===== src/rtl/rtg_pkg.sv =====
package rtg_pkg;
  localparam int DW   = 8;
  localparam int IDXW = 5;
  localparam int HCW  = 8;
  localparam int RCW  = 7;
  localparam int LCW  = 5;
  localparam int SWW  = 4;
  localparam int MAW  = 14;

  localparam logic [IDXW-1:0] IX_HTOT     = 5'd0;
  localparam logic [IDXW-1:0] IX_HDISP    = 5'd1;
  localparam logic [IDXW-1:0] IX_HSPOS    = 5'd2;
  localparam logic [IDXW-1:0] IX_SWID     = 5'd3;
  localparam logic [IDXW-1:0] IX_VTOT     = 5'd4;
  localparam logic [IDXW-1:0] IX_VADJ     = 5'd5;
  localparam logic [IDXW-1:0] IX_VDISP    = 5'd6;
  localparam logic [IDXW-1:0] IX_VSPOS    = 5'd7;
  localparam logic [IDXW-1:0] IX_LMAX     = 5'd9;
  localparam logic [IDXW-1:0] IX_START_HI = 5'd12;
  localparam logic [IDXW-1:0] IX_START_LO = 5'd13;
  localparam logic [IDXW-1:0] IX_DUMMY    = 5'd31;

  typedef enum logic [1:0] {
    VS_PIXEL  = 2'd0,
    VS_BORDER = 2'd1,
    VS_BLACK  = 2'd2
  } vsel_e;

  typedef struct packed {
    logic [HCW-1:0] htot;
    logic [HCW-1:0] hdisp;
    logic [HCW-1:0] hspos;
    logic [SWW-1:0] swid;
    logic [RCW-1:0] vtot;
    logic [LCW-1:0] vadj;
    logic [RCW-1:0] vdisp;
    logic [RCW-1:0] vspos;
    logic [LCW-1:0] lmax;
    logic [MAW-1:0] start;
  } cfg_t;
endpackage


===== src/rtl/rtg_regs.sv =====
module rtg_regs
  import rtg_pkg::*;
(
  input  logic            clk,
  input  logic            rst_n,
  input  logic            cpu_cs,
  input  logic            cpu_we,
  input  logic            cpu_addr,
  input  logic [DW-1:0]   cpu_wdata,
  output cfg_t            cfg,
  output logic [IDXW-1:0] sel_idx,
  output logic [DW-1:0]   cpu_rdata
);
  cfg_t            cfg_q, cfg_d;
  logic [IDXW-1:0] idx_q, idx_d;
  logic            wr_en;

  assign wr_en = cpu_cs & cpu_we;

  always_comb begin
    cfg_d = cfg_q;
    idx_d = idx_q;
    if (!cpu_addr) begin
      idx_d = cpu_wdata[IDXW-1:0];
    end else begin
      case (idx_q)
        IX_HTOT:     cfg_d.htot  = cpu_wdata[HCW-1:0];
        IX_HDISP:    cfg_d.hdisp = cpu_wdata[HCW-1:0];
        IX_HSPOS:    cfg_d.hspos = cpu_wdata[HCW-1:0];
        IX_SWID:     cfg_d.swid  = cpu_wdata[SWW-1:0];
        IX_VTOT:     cfg_d.vtot  = cpu_wdata[RCW-1:0];
        IX_VADJ:     cfg_d.vadj  = cpu_wdata[LCW-1:0];
        IX_VDISP:    cfg_d.vdisp = cpu_wdata[RCW-1:0];
        IX_VSPOS:    cfg_d.vspos = cpu_wdata[RCW-1:0];
        IX_LMAX:     cfg_d.lmax  = cpu_wdata[LCW-1:0];
        IX_START_HI: cfg_d.start[MAW-1:DW] = cpu_wdata[MAW-DW-1:0];
        IX_START_LO: cfg_d.start[DW-1:0]   = cpu_wdata;
        default: ;
      endcase
    end
  end

  always_ff @(posedge clk or negedge rst_n) begin
    if (!rst_n) begin
      cfg_q <= '0;
      idx_q <= '0;
    end else if (wr_en) begin
      cfg_q <= cfg_d;
      idx_q <= idx_d;
    end
  end

  always_comb begin
    cpu_rdata = '0;
    if (cpu_addr) begin
      case (idx_q)
        IX_START_HI: cpu_rdata = DW'(cfg_q.start[MAW-1:DW]);
        IX_START_LO: cpu_rdata = cfg_q.start[DW-1:0];
        IX_DUMMY:    cpu_rdata = '1;
        default:     cpu_rdata = '0;
      endcase
    end
  end

  assign cfg     = cfg_q;
  assign sel_idx = idx_q;
endmodule


===== src/rtl/rtg_hctl.sv =====
module rtg_hctl #(
  parameter int HCW = rtg_pkg::HCW,
  parameter int SWW = rtg_pkg::SWW
) (
  input  logic           clk,
  input  logic           rst_n,
  input  logic           char_en,
  input  logic [HCW-1:0] htot,
  input  logic [HCW-1:0] hspos,
  input  logic [SWW-1:0] swid,
  output logic [HCW-1:0] c0,
  output logic           line_end,
  output logic           hsync
);
  localparam int HSC = SWW + 1;
  localparam logic [HSC-1:0] HS_FULL = HSC'(1 << SWW);
  localparam logic [HSC-1:0] HS_ONE  = HSC'(1);

  logic [HCW-1:0] c0_q, c0_d, c0_nxt;
  logic [HSC-1:0] hs_q, hs_d, hs_width;

  assign line_end = (c0_q == htot);
  assign c0_nxt   = line_end ? '0 : c0_q + 1'b1;
  assign hs_width = (swid == '0) ? HS_FULL : {1'b0, swid};

  always_comb begin
    c0_d = c0_q;
    hs_d = hs_q;
    if (char_en) begin
      c0_d = c0_nxt;
      if ((c0_nxt == hspos) && (hs_q <= HS_ONE)) begin
        hs_d = hs_width;
      end else if (hs_q != '0) begin
        hs_d = hs_q - 1'b1;
      end
    end
  end

  always_ff @(posedge clk or negedge rst_n) begin
    if (!rst_n) begin
      c0_q <= '0;
      hs_q <= '0;
    end else if (char_en) begin
      c0_q <= c0_d;
      hs_q <= hs_d;
    end
  end

  assign c0    = c0_q;
  assign hsync = (hs_q != '0);
endmodule


===== src/rtl/rtg_vctl.sv =====
module rtg_vctl #(
  parameter int HCW = rtg_pkg::HCW,
  parameter int RCW = rtg_pkg::RCW,
  parameter int LCW = rtg_pkg::LCW,
  parameter int MAW = rtg_pkg::MAW,
  parameter int FCW = 4,
  parameter int VSW = 16
) (
  input  logic           clk,
  input  logic           rst_n,
  input  logic           line_adv,
  input  logic [LCW-1:0] lmax,
  input  logic [RCW-1:0] vtot,
  input  logic [LCW-1:0] vadj,
  input  logic [RCW-1:0] vspos,
  input  logic [HCW-1:0] hdisp,
  input  logic [MAW-1:0] start,
  output logic [LCW-1:0] c9,
  output logic [RCW-1:0] c4,
  output logic           in_adj,
  output logic [LCW-1:0] adj_cnt,
  output logic           vsync,
  output logic [FCW-1:0] frame_cnt,
  output logic [MAW-1:0] row_addr
);
  localparam int VSC = $clog2(VSW + 1);
  localparam logic [VSC-1:0] VS_LEN = VSC'(VSW);
  localparam logic [VSC-1:0] VS_ONE = VSC'(1);

  logic [LCW-1:0] c9_q, c9_d, adjc_q, adjc_d;
  logic [RCW-1:0] c4_q, c4_d;
  logic           adj_q, adj_d, restart;
  logic [VSC-1:0] vs_q, vs_d;
  logic [FCW-1:0] fc_q, fc_d;
  logic [MAW-1:0] row_q, row_d;
  logic [LCW:0]   adjc_inc;

  assign adjc_inc = {1'b0, adjc_q} + {{LCW{1'b0}}, 1'b1};

  always_comb begin
    c9_d    = c9_q;
    c4_d    = c4_q;
    adj_d   = adj_q;
    adjc_d  = adjc_q;
    vs_d    = vs_q;
    fc_d    = fc_q;
    row_d   = row_q;
    restart = 1'b0;
    if (line_adv) begin
      if (!adj_q) begin
        if (c9_q == lmax) begin
          c9_d = '0;
          if (c4_q == vtot) begin
            if (vadj == '0) begin
              restart = 1'b1;
            end else begin
              adj_d  = 1'b1;
              adjc_d = '0;
            end
          end else begin
            c4_d  = c4_q + 1'b1;
            row_d = row_q + MAW'(hdisp);
          end
        end else begin
          c9_d = c9_q + 1'b1;
        end
      end else if (adjc_inc == {1'b0, vadj}) begin
        restart = 1'b1;
      end else begin
        adjc_d = adjc_q + 1'b1;
      end
      if (restart) begin
        c9_d   = '0;
        c4_d   = '0;
        adj_d  = 1'b0;
        adjc_d = '0;
        fc_d   = fc_q + 1'b1;
        row_d  = start;
      end
      if (!adj_d && (c9_d == '0) && (c4_d == vspos) && (vs_q <= VS_ONE)) begin
        vs_d = VS_LEN;
      end else if (vs_q != '0) begin
        vs_d = vs_q - 1'b1;
      end
    end
  end

  always_ff @(posedge clk or negedge rst_n) begin
    if (!rst_n) begin
      c9_q   <= '0;
      c4_q   <= '0;
      adj_q  <= 1'b0;
      adjc_q <= '0;
      vs_q   <= '0;
      fc_q   <= '0;
      row_q  <= '0;
    end else if (line_adv) begin
      c9_q   <= c9_d;
      c4_q   <= c4_d;
      adj_q  <= adj_d;
      adjc_q <= adjc_d;
      vs_q   <= vs_d;
      fc_q   <= fc_d;
      row_q  <= row_d;
    end
  end

  assign c9        = c9_q;
  assign c4        = c4_q;
  assign in_adj    = adj_q;
  assign adj_cnt   = adjc_q;
  assign vsync     = (vs_q != '0);
  assign frame_cnt = fc_q;
  assign row_addr  = row_q;
endmodule


===== src/rtl/rtg_top.sv =====
module rtg_top
  import rtg_pkg::*;
#(
  parameter int FCW         = 4,
  parameter int VSYNC_LINES = 16
) (
  input  logic           clk,
  input  logic           rst_n,
  input  logic           char_en,
  input  logic           cpu_cs,
  input  logic           cpu_we,
  input  logic           cpu_addr,
  input  logic [DW-1:0]  cpu_wdata,
  output logic [DW-1:0]  cpu_rdata,
  output logic           hsync,
  output logic           vsync,
  output logic           disp_en,
  output logic [1:0]     vid_sel,
  output logic [MAW-1:0] ma,
  output logic [LCW-1:0] ra,
  output logic [FCW-1:0] frame_cnt
);
  logic [1:0]      rst_pipe;
  logic            rst_int_n;
  cfg_t            cfg;
  logic [IDXW-1:0] sel_idx;
  logic [HCW-1:0]  c0;
  logic [LCW-1:0]  c9, adj_cnt;
  logic [RCW-1:0]  c4;
  logic            in_adj, line_end, line_adv;
  logic [MAW-1:0]  row_addr;
  vsel_e           vsel;

  always_ff @(posedge clk or negedge rst_n) begin
    if (!rst_n) rst_pipe <= '0;
    else        rst_pipe <= {rst_pipe[0], 1'b1};
  end
  assign rst_int_n = rst_pipe[1];

  rtg_regs u_regs (
    .clk(clk), .rst_n(rst_int_n), .cpu_cs(cpu_cs), .cpu_we(cpu_we),
    .cpu_addr(cpu_addr), .cpu_wdata(cpu_wdata), .cfg(cfg),
    .sel_idx(sel_idx), .cpu_rdata(cpu_rdata)
  );

  rtg_hctl #(.HCW(HCW), .SWW(SWW)) u_hctl (
    .clk(clk), .rst_n(rst_int_n), .char_en(char_en), .htot(cfg.htot),
    .hspos(cfg.hspos), .swid(cfg.swid), .c0(c0), .line_end(line_end),
    .hsync(hsync)
  );

  assign line_adv = char_en & line_end;

  rtg_vctl #(.HCW(HCW), .RCW(RCW), .LCW(LCW), .MAW(MAW), .FCW(FCW),
             .VSW(VSYNC_LINES)) u_vctl (
    .clk(clk), .rst_n(rst_int_n), .line_adv(line_adv), .lmax(cfg.lmax),
    .vtot(cfg.vtot), .vadj(cfg.vadj), .vspos(cfg.vspos), .hdisp(cfg.hdisp),
    .start(cfg.start), .c9(c9), .c4(c4), .in_adj(in_adj), .adj_cnt(adj_cnt),
    .vsync(vsync), .frame_cnt(frame_cnt), .row_addr(row_addr)
  );

  assign disp_en = (c0 < cfg.hdisp) && (c4 < cfg.vdisp) && !in_adj;
  assign ma      = row_addr + MAW'(c0);
  assign ra      = in_adj ? adj_cnt : c9;

  always_comb begin
    if (hsync || vsync) vsel = VS_BLACK;
    else if (!disp_en)  vsel = VS_BORDER;
    else                vsel = VS_PIXEL;
  end
  assign vid_sel = vsel;
endmodule


===== config.mk =====
export PLATFORM = sky130hd
export DESIGN_NAME = rtg_top
export DESIGN_NICKNAME = d
export VERILOG_FILES = /design/src/rtl/rtg_pkg.sv /design/src/rtl/rtg_regs.sv /design/src/rtl/rtg_hctl.sv /design/src/rtl/rtg_vctl.sv /design/src/rtl/rtg_top.sv
export SDC_FILE = /design/constraint.sdc
export NUM_CORES = 1
export LEC_CHECK = 0
export ABC_AREA = 1
export BUFFER_PORTS_ARGS = -buffer_cell sky130_fd_sc_hd__buf_2
export CAP_MARGIN = 40
export CORE_ASPECT_RATIO = 0.5
export CORE_MARGIN = 5
export CORE_UTILIZATION = 62
export DETAILED_ROUTE_END_ITERATION = 10
export GPL_TIMING_DRIVEN = 1
export PLACE_DENSITY = 0.8
export REMOVE_ABC_BUFFERS = 1
export SLEW_MARGIN = 20
export SYNTH_ARGS = -nofsm -noshare
export SYNTH_HDL_FRONTEND = slang
export SYNTH_SLANG_ARGS = --single-unit

===== constraint.sdc =====
create_clock -name clk -period 4.4 [get_ports clk]
set_input_delay 0.44 -clock clk [delete_from_list [all_inputs] [get_ports clk]]
set_output_delay 0.44 -clock clk [all_outputs]
set_load 0.02 [all_outputs]

; Word-level counts from Yosys, hierarchy flattened
; Index checks and enable logic that the tools add are counted.
[word_totals]
ff_bits = 134
word_cells = 139
[op_classes]
n_bitwise = 3
addsub = 10
n_reduce_logical = 37
n_mux = 42
order_cmp = 4
eq_ne = 21
[ops]
columns = cell, n
row1 = 5-bit two-way mux, 16
row2 = 14-bit two-way mux, 4
row3 = 7-bit two-way mux, 5
row4 = 3-bit AND reduction, 11
row5 = 14-bit by 8-bit adder with 14-bit output, 2
row6 = 8-bit case mux with 3 select lines, 1
row7 = "5-bit by 3-bit equality test with 1-bit output, second input constant", 4
row8 = 8-bit equality test, 2
row9 = 8-bit two-way mux, 2
row10 = "5-bit by 4-bit equality test with 1-bit output, second input constant", 3
row11 = 5-bit logical NOT, 3
row12 = 7-bit equality test, 2
row13 = 1-bit two-way mux, 13
row14 = "5-bit by 1-bit adder with 5-bit output, second input constant", 2
row15 = "5-bit by 2-bit equality test with 1-bit output, second input constant", 2
row16 = "5-bit by 1-bit less-or-equal comparator with 1-bit output, second input constant", 2
row17 = 5-bit nonzero test, 2
row18 = "5-bit by 1-bit subtractor with 5-bit output, second input constant", 2
row19 = "8-bit by 1-bit adder with 8-bit output, second input constant", 1
row20 = 8-bit < comparator, 1
row21 = 2-bit AND reduction, 4
row22 = "7-bit by 1-bit adder with 7-bit output, second input constant", 1
row23 = 7-bit < comparator, 1
row24 = "5-bit by 1-bit adder with 6-bit output, second input constant", 1
row25 = other kinds (19), 30

; Logic depth before layout (Yosys ltp)
[logic_depth]
word_depth = 14
ltp_mapped = 18
mapped_depth_nobuf = 18

; By module
; From an unflattened synthesis, not the netlist that was laid out.
[hier_totals]
hier_cells = 1174
hier_area_um2 = 8848.5
[modules_own_cells]
columns = module, seq_area_each_um2, area_per_inst_um2, cells_each, n_inst
row1 = rtg_regs, 1951.9, 3338.2, 339, 1
row2 = rtg_vctl, 1026.0, 3208.1, 468, 1
row3 = rtg_hctl, 325.3, 1214.9, 170, 1
row4 = rtg_top, 50.0, 1087.3, 197, 1

; Least setup slack after synthesis
; No wires, ideal clock.
[synth_timing]
kind = register to output
startpoint = register u_hctl.c0_q[0], in the netlist u_hctl.c0[0]
endpoint = output ma[12]
arrival_ps = 2319
path_buffers = 0
path_slack_ps = 1641
t_required_ps = 3960
path_stages_with_launch = 11
path_cell_list = dfrtp_1 -> ha_1 -> inv_1 -> fa_1 -> o21ai_0 -> a21oi_1 -> inv_1 -> a21oi_1 -> o21ai_0 -> nand4_1 -> xnor2_1
[synth_via]
elab_chain_cells = 1
[synth_lines]
columns = item, line_no
row1 = from (decl), rtg_hctl.sv:19  ; logic [HCW-1:0] c0_q, c0_d, c0_nxt;
row2 = from (signal assigned), rtg_hctl.sv:41  ; c0_q <= '0;
row3 = from (signal assigned), rtg_hctl.sv:44  ; c0_q <= c0_d;
row4 = 14-bit by 8-bit adder with 14-bit output, rtg_top.sv:63  ; assign ma = row_addr + MAW'(c0);
row5 = to (decl), rtg_top.sv:19  ; output logic [MAW-1:0] ma,
; No other way between the ends.

; Worst setup path after layout
; Ends and elaborated chain as after synthesis.

==> flow_summary.json <==
{
  "ys_ff_latch": 134,
  "root_buffer": "clkbuf_16",
  "layout_common_cells": "nand2_1, dfrtp_1, inv_1, o21ai_0, nand3_1",
  "internal_power_uw": 3330,
  "cts_hold_buf": 1,
  "area_growth_pct": 12.6,
  "cts.reportedPaths.clkPinSlew_ps": 60,
  "detail_route.wl_per_cell_um": 16.1,
  "synth_ff_type": "dfrtp_1",
  "synth_cells": 1069,
  "path_max_fanout": 6,
  "track_usage": 0.272,
  "crit_family": "compound AO/OA/AOI/OAI gates",
  "hpwl_um": 14900,
  "critPathBufInv": 3,
  "cts_made_buffers": 17,
  "switchingPower_uw": 2570,
  "drive_gt1_frac": 0.109,
  "maxSlewViolCount": 0,
  "crit_chain": "ha_1, inv_1, fa_1, o21ai_0, a21oi_1, inv_1, a21oi_1, o21ai_0, nand4_1, xnor2_1, buf_2",
  "cpPeakStageDelay_ps": 450,
  "port_buffers": 49,
  "r2r-start": "u_vctl.adj_cnt[0]",
  "initial_core_util": 0.637,
  "dieArea_um2": 15700,
  "endpoint_kind": "primary output",
  "cts_resized": 0,
  "p_comb_frac": 0.414,
  "mostFrequentLayoutCell": "nand2_1",
  "rsz0062_at_grt": "false",
  "r2r_slack_ps": 1650,
  "period_minus_slack_ps": 3390,
  "switching_share": 0.436,
  "fmax_ghz": 0.295,
  "route.detailed.drc": 0,
  "crit_slowest_cell": "dfrtp_1",
  "drt_iter0_drc": 837,
  "p_leak_uw": 0.00472,
  "routed_wl_um": 20900,
  "fin_worst_skew_ps": 12.8,
  "worstPathRequired_ps": 3960,
  "num-nets-final": 1173,
  "vias": 7481,
  "async_flop_share": 1.00,
  "cts.sinks": 134,
  "cts_buffer_depth": 2,
  "tns_ps": 0,
  "worstSkewPairLatency_ps": 430,
  "pwr-share-clk": 0.248,
  "drtPass1Iterations": 5,
  "max_cap_violations": 0,
  "drtAntennaViolNets": 0,
  "synth_area_per_cell_um2": 7.62,
  "setup_violations": 0,
  "antenna_found_initial": 0,
  "routed_via_density": 5.75,
  "worst_slew_pin_slew_ps": 621,
  "dieWidth_um": 172,
  "routabilityCongestion": 0.899,
  "grt_max_degree": 58,
  "peakVddDrop_v": 0.000380,
  "place_area_um2": 8560,
  "synth_edf_count": 0,
  "ys_warn_count": 0,
  "antenna_cells": 0,
  "outcome": "complete, no violations",
  "num_rows": 29,
  "ios": 50,
  "final_area_um2": 9170,
  "yosys.area.top_type": "dfrtp_1",
  "crit_arrival_ps": 2950,
  "hold_viol": 0,
  "tritoncts": "done",
  "yosys-top-cells-area": "dfrtp_1, nand2_1, o21ai_0",
  "cts_max_level": 4,
  "start_kind": "flip-flop",
  "grt-ovfl-total": 0,
  "relSlewSlack": 0.585,
  "ys_types": 51,
  "yosysSeqAreaShare": 0.412,
  "synth_area_um2": 8140,
  "hold_class": "reg2async",
  "p_per_area_nw_per_um2": 643,
  "path_class": "reg2out",
  "die_h_um": 91.0,
  "postCtsSetupBuffers": 0,
  "reg2reg_depth": 17,
  "finalCritPeriodShare": 0.771,
  "r2r_end": "u_vctl.vs_q[1]",
  "pwr-share-seq": 0.337,
  "n_fill_cell": 975,
  "grt_first_pass_wirelength_um": 34100,
  "first_global_vias": 6812,
  "design.core.area_um2": 12800,
  "synth_top_area_frac": 0.412
}
==> cells by family (layout without fill, tap and decap cells) <==
kind of cell | count (synthesis) | after routing | synth area share
buffers and inverters | 160 | 223 | 0.0756
flip-flops | 134 | 134 | 0.412
AO/OA/AOI/OAI | 202 | 202 | 0.135
multiplexers | 6 | 6 | 0.00753
XOR/XNOR | 42 | 42 | 0.0452
AND/OR/NAND/NOR | 484 | 484 | 0.261
other | 1 | 1 | 0.000461
adder cells (fa/ha/maj) | 40 | 40 | 0.0633
==> routing by layer <==
metal,share of wire,GRT usage,up-vias
li1,-,-,3588
met1,0.47,0.397,3580
met2,0.45,0.420,263
met3,0.070,0.0477,50
met4,0.018,0.0752,0
met5,0,0,-
==> worst register-to-register path, delay by kind of cell (launching register included) <==
kind / cells / cell delay [ps]
flip-flops: 1 / 430
buffers and inverters: 1 / 170
adder cells (fa/ha/maj): 1 / 340
AND/OR/NAND/NOR: 15 / 1700
==> flip-flops by register name (all words and copies together) (netlist names) <==
register and count:
u_vctl.c9 5, u_vctl.frame_cnt 4, u_hctl.c0 8, u_hctl.hs_q 5, u_vctl.adj_cnt 5, u_vctl.in_adj 1
u_regs.cfg 73, u_vctl.row_addr 14, u_vctl.vs_q 5, u_vctl.c4 7, rst_pipe 2, u_regs.sel_idx 5
==> Yosys cell counts (all sizes together), types with 3 or more instances <==
master	number
ha	38
nand3b	8
xor2	34
or2	3
nand2	307
o21ai	130
inv	134
nor4	3
xnor2	8
nor2	70
o21bai	3
o211ai	5
a21oi	49
dfrtp	134
clkbuf	19
nand4	22
nand3	62
nor3	9
mux2i	5
buf	5
==> power groups by stage <==
| stage | Clock (µW) | Sequential [µW] | Combinational [µW] |
|---|---|---|---|
| after floorplan | 0 | 1880 | 1840 |
| after global placement | 0 | 1990 | 2280 |
| after detailed placement | 0 | 1990 | 2380 |
| after CTS | 1460 | 1980 | 2430 |
| after global routing | 1510 | 2030 | 2770 |
| final | 1460 | 1990 | 2440 |
==> per-stage QoR <==
step / cells / utilization / setup slack (ps) / power (µW) / hold WS [ps]
floorplan: 1045 / - / 390 / 3720 / 144
global placement: 1268 / 0.668 / 1470 / 4270 / 235
detailed placement: 1269 / 0.670 / 1450 / 4370 / 232
CTS: 1302 / 0.718 / 1000 / 5860 / 227
global route: 1302 / 0.718 / 758 / 6310 / 251
finish: 1302 / 0.718 / 1010 / 5900 / 219
==> worst max-delay path by stage <==
stage | start | endpoint | slack, ps | cells past startpoint
4_1_cts | u_hctl.c0[0] | ma[12] | 1000 | 11
5_1_grt | u_hctl.c0[0] | ma[12] | 760 | 11
2_1_floorplan | rst_pipe[1] | u_hctl.c0[0] | 390 | 0
3_5_place_dp | u_hctl.c0[0] | ma[12] | 1450 | 11
3_3_place_gp | u_hctl.c0[0] | ma[12] | 1470 | 11
6_report | u_hctl.c0[0] | ma[12] | 1010 | 11
==> area by class of cell <==
cell class	instances	area (µm²)	area share
well taps	170	213	0.0232
clock inverters	13	146	0.0160
clock buffers	19	453	0.0494
multi-input cells	775	4170	0.455
repair buffers	55	313	0.0341
inverters	136	513	0.0560
flip-flops and latches	134	3360	0.366
Note: power is estimated with default switching activity, not from simulation.
